$ cat config.mk
export PLATFORM = sky130hd
export DESIGN_NAME = bitop_unit
export DESIGN_NICKNAME = d
export VERILOG_FILES = /design/src/rtl/bitop_unit.sv
export SDC_FILE = /design/constraint.sdc
export NUM_CORES = 1
export LEC_CHECK = 0
export ABC_AREA = 1
export CAP_MARGIN = 0
export CORE_ASPECT_RATIO = 1.75
export CORE_MARGIN = 5
export CORE_UTILIZATION = 42
export DETAILED_ROUTE_END_ITERATION = 10
export GPL_TIMING_DRIVEN = 1
export HOLD_SLACK_MARGIN = 0.06
export PLACE_DENSITY = 0.87
export SYNTH_ARGS = -nofsm -noshare
export SYNTH_HDL_FRONTEND = slang
export SYNTH_SLANG_ARGS = --single-unit
$ cat constraint.sdc
create_clock -name clk -period 1.5 [get_ports clk]
set_input_delay 0.45 -clock clk [delete_from_list [all_inputs] [get_ports clk]]
set_output_delay 0.45 -clock clk [all_outputs]
set_load 0.005 [all_outputs]
$ cat src/rtl/bitop_unit.sv
module bitop_unit #(
  parameter int OP_CYCLES = 8,
  parameter int CYC_W     = 8
) (
  input  logic             clk,
  input  logic             rst_n,
  input  logic             op_vld,
  input  logic [7:0]       op_byte,
  output logic [2:0]       rd_idx,
  input  logic [7:0]       rd_data,
  output logic             wr_en,
  output logic [2:0]       wr_idx,
  output logic [7:0]       wr_data,
  output logic             res_vld,
  output logic [CYC_W-1:0] cycles,
  output logic             unsup
);

  logic [2:0] bit_sel;
  logic [2:0] reg_sel;
  logic       is_set;
  logic       is_ok;
  logic       fwd;
  logic [7:0] src;
  logic [7:0] mask;
  logic [7:0] result;

  assign bit_sel = op_byte[5:3];
  assign reg_sel = op_byte[2:0];
  assign is_ok   = op_byte[7];
  assign is_set  = op_byte[6];
  assign rd_idx  = reg_sel;
  assign fwd     = wr_en && (wr_idx == reg_sel);
  assign src     = fwd ? wr_data : rd_data;
  assign mask    = 8'd1 << bit_sel;
  assign result  = is_set ? (src | mask) : (src & ~mask);

  always_ff @(posedge clk or negedge rst_n) begin
    if (!rst_n) begin
      wr_en   <= 1'b0;
      wr_idx  <= '0;
      wr_data <= '0;
      res_vld <= 1'b0;
      cycles  <= '0;
      unsup   <= 1'b0;
    end else begin
      wr_en   <= op_vld && is_ok;
      res_vld <= op_vld;
      unsup   <= op_vld && !is_ok;
      cycles  <= (op_vld && is_ok) ? CYC_W'(OP_CYCLES) : '0;
      if (op_vld && is_ok) begin
        wr_idx  <= reg_sel;
        wr_data <= result;
      end
    end
  end

endmodule

* Word-level counts from Yosys, hierarchy flattened
Cells that the tools add are included.
** Word-level totals
- Register bits :: 18
** Operators by class
- Eq/ne operators :: 1
- Shift-type cells :: 1
- Muxes and demuxes :: 3
- Bitwise operators :: 3
- Reduce and logical (&&, ||, !) cells :: 4
** Operators with widths (count)
- $mux W8 :: 2
- $and A8 B8 Y8 :: 1
- $not A8 Y8 :: 1
- $or A8 B8 Y8 :: 1
- $shl A1 B3 Y8 const A :: 1
- $mux W4 :: 1
- $eq A3 B3 Y1 :: 1
- $logic_and A1 B1 Y1 :: 3
- $logic_not A1 Y1 :: 1

* Longest topological paths before layout
- Depth after elaboration :: 5
- Gate-level depth with buffers :: 9
- Mapped depth without buffers :: 9

* Worst setup path before layout
No wires, ideal clock.
- Path type :: input to register
- Start :: in op_byte[0]
- End :: reg with a tool-made name
- Setup time :: 116 ps
- Arrival :: 1084 ps
- Required time :: 1384 ps
- Slack :: 299 ps
- Stages :: 9
- Path buffers :: 0
- Path through :: inv_1 -> nand2_1 -> nand2_1 -> nor2_8 -> nand2_4 -> nand2_1 -> nand2_1 -> nand2_1 -> nand2_1
** RTL lines
- from (decl) :: line 8 : input logic [7:0] op_byte,

==> impl_metrics.json <==
{
  "period_needed_ns": 1.44,
  "switchingPower_mw": 0.364,
  "dp_hpwl_um": 1810,
  "initialDrtViolationCount": 33,
  "r2r-start": "wr_idx[2]$_DFFE_PN0P_",
  "pin_count": 44,
  "intPower_mw": 0.797,
  "nets": 226,
  "synth_warnings": 0,
  "design_area_um2": 1530,
  "power_leakage_nw": 0.943,
  "final_common_cell": "nand2_1",
  "netlist_instances": 160,
  "vias": 1116,
  "seqPwrFrac": 0.387,
  "dpl_cell_area_um2": 1400,
  "timing.hold.ws_ns": 0.469,
  "synth_mux_area_frac": 0,
  "cts_tree": "yes",
  "synth_area_leaders": "dfrtp_1 34%, nand2_1 25%, buf_4 8.0%",
  "crit_start": "cycles[3]$_DFF_PN0_",
  "max_freq_mhz": 693,
  "crit_required_ns": 1.05,
  "synth_fa_ha_area_frac": 0,
  "fin_skew_ns": 0.00336,
  "synth_compound_area_frac": 0.0146,
  "die_area_um2": 3580,
  "cts_inserted_buffers": 3,
  "crit_fanout": 2,
  "clk_pin_slew_ns": 0.05,
  "die_w_um": 47.4,
  "nFillCells": 217,
  "cap_viol_max_count": 0,
  "final_cell_mix": "63 x nand2_1, 20 x inv_1, 17 x dlygate4sd2_1, 14 x dfrtp_1",
  "drive_gt1_frac": 0.210,
  "post_drt_wl_per_cell_um": 11.5,
  "drv_slew": 0,
  "ys_ff_latch": 14,
  "pwr-share-clk": 0.264,
  "route.detailed.drc": 0,
  "power_density_nw_per_um2": 761,
  "grt_max_degree": 15,
  "grt_antenna_before_repair": 0,
  "die_h_um": 75.5,
  "setup_viol": 0,
  "finalHoldViolCount": 0,
  "core_um2": 2330,
  "synthToLayoutAreaGrowth_pct": 48.2,
  "row_count": 23,
  "max-vdd-ir-drop_mv": 0.522,
  "ant_nets": 0,
  "synth_xor_area_frac": 0,
  "total_power_mw": 1.16,
  "htree_levels": 1,
  "cp-end-kind": "primary output",
  "grt_setup_unrepaired": "false",
  "fin_ws_ns": 0.0562,
  "gp_congestion": 0.834,
  "cts_max_path_buffers": 2,
  "ctsHoldBuffers": 0,
  "grt_pass1_vias": 1047,
  "overflow": 0,
  "pwr-share-comb": 0.349,
  "drt_wl_total_um": 2650,
  "hp-class": "reg -> reg",
  "start_util": 0.442,
  "grt_pass1_wl_um": 4200,
  "root_buffer": "clkbuf_8",
  "start_kind": "flop",
  "grtUsageTotal": 0.157,
  "synth.distinct_cells": 17,
  "tns_ns": 0,
  "dp_slack_ns": -0.400,
  "status": "complete, no violations",
  "synthSimpleGateAreaFrac": 0.437,
  "synth_area_um2": 1030,
  "clk_latency_ns": 0.24,
  "fin_crit_sh": 0.963,
  "clkSinkCount": 14,
  "synth_top_family_by_area": "simple AND/OR/NAND/NOR gates",
  "via_per_inst": 4.85,
  "first_pass_iters": 4,
  "seq_area_frac_synth": 0.340,
  "synth_top_cell_by_area": "dfrtp_1",
  "arrival_ns": 0.99,
  "port_buffers": 36,
  "syn_avg_cell_area_um2": 6.44,
  "synth_top_area_frac": 0.340,
  "criticalPathCategory": "reg -> out",
  "swShare": 0.314,
  "n_antenna_cell": 0
}
[kinds of logic after synthesis]
logic type / Yosys count
simple gates: 98
buf+inv: 44
flops: 14
compound gates: 3
other cells: 1
[path summary, 6_finish.rpt]
check                             to  slack (ns)  depth (start not counted)
max                            wr_en        0.06                          2
min                             flop        0.47                          2
max reg2reg                     flop        0.18                         10
min reg2reg                     flop        0.47                          2
max in group asynchronous  async pin        0.82                          2
min in group asynchronous  async pin        0.51                          2
[power groups by stage]
stage               Combinational (mW)  Clock (mW)  Sequential, mW
global placement                 0.367           0           0.462
detailed placement               0.375           0           0.463
floorplan                        0.188           0           0.465
finish                           0.405       0.307           0.449
global route                     0.447       0.327           0.455
CTS                              0.403       0.307           0.449
[worst max-delay path, stage by stage (launching register included)]
cell and delay, ns:
dfrtp_1 0.37, buf_4 0.13, dlygate4sd2_1 0.25
[cell type report]
type	instances	area [µm²]	share of cell area
multi-input cells	110	552	0.361
repair buffers	49	440	0.289
flip-flops and latches	14	350	0.230
inverters	29	111	0.0730
clock buffers	3	41.3	0.0270
well taps	25	31.3	0.0205
[routing by layer]
| layer | track usage | up-vias | part of all wire |
|---|---|---|---|
| met4 | 0.0400 | 0 | 0.011 |
| li1 | - | 551 | - |
| met2 | 0.297 | 57 | 0.56 |
| met3 | 0.0213 | 8 | 0.072 |
| met1 | 0.173 | 500 | 0.35 |
| met5 | 0 | - | 0 |
[stage by stage]
| step | util | cells |
|---|---|---|
| after global placement | 0.598 | 219 |
| after floorplan | - | 166 |
| after detailed placement | 0.598 | 219 |
| after CTS | 0.646 | 230 |
| after global routing | 0.655 | 230 |
| final | 0.655 | 230 |
[timing repair]
action,CTS,global route
gates cloned,2,0
setup buffers,6,0
endpoints found under the setup margin,25,9
resized for setup,35,7
pin swaps,7,1
hold endpoints to repair,0,0
[synthesized netlist by cell type]
cell type  number
nand2_1        68
conb_1          1
nand2_4         1
nor2_2          1
buf_2           3
buf_1           1
inv_1          22
dfrtp_1        14
buf_4          11
nand3_2         1
nand3_1        13
nand2_2         2
nand4_1         5
nor2_8          2
nor2_1          5
inv_2           7
o21ai_0         3
(Power assumes the default switching activity.)
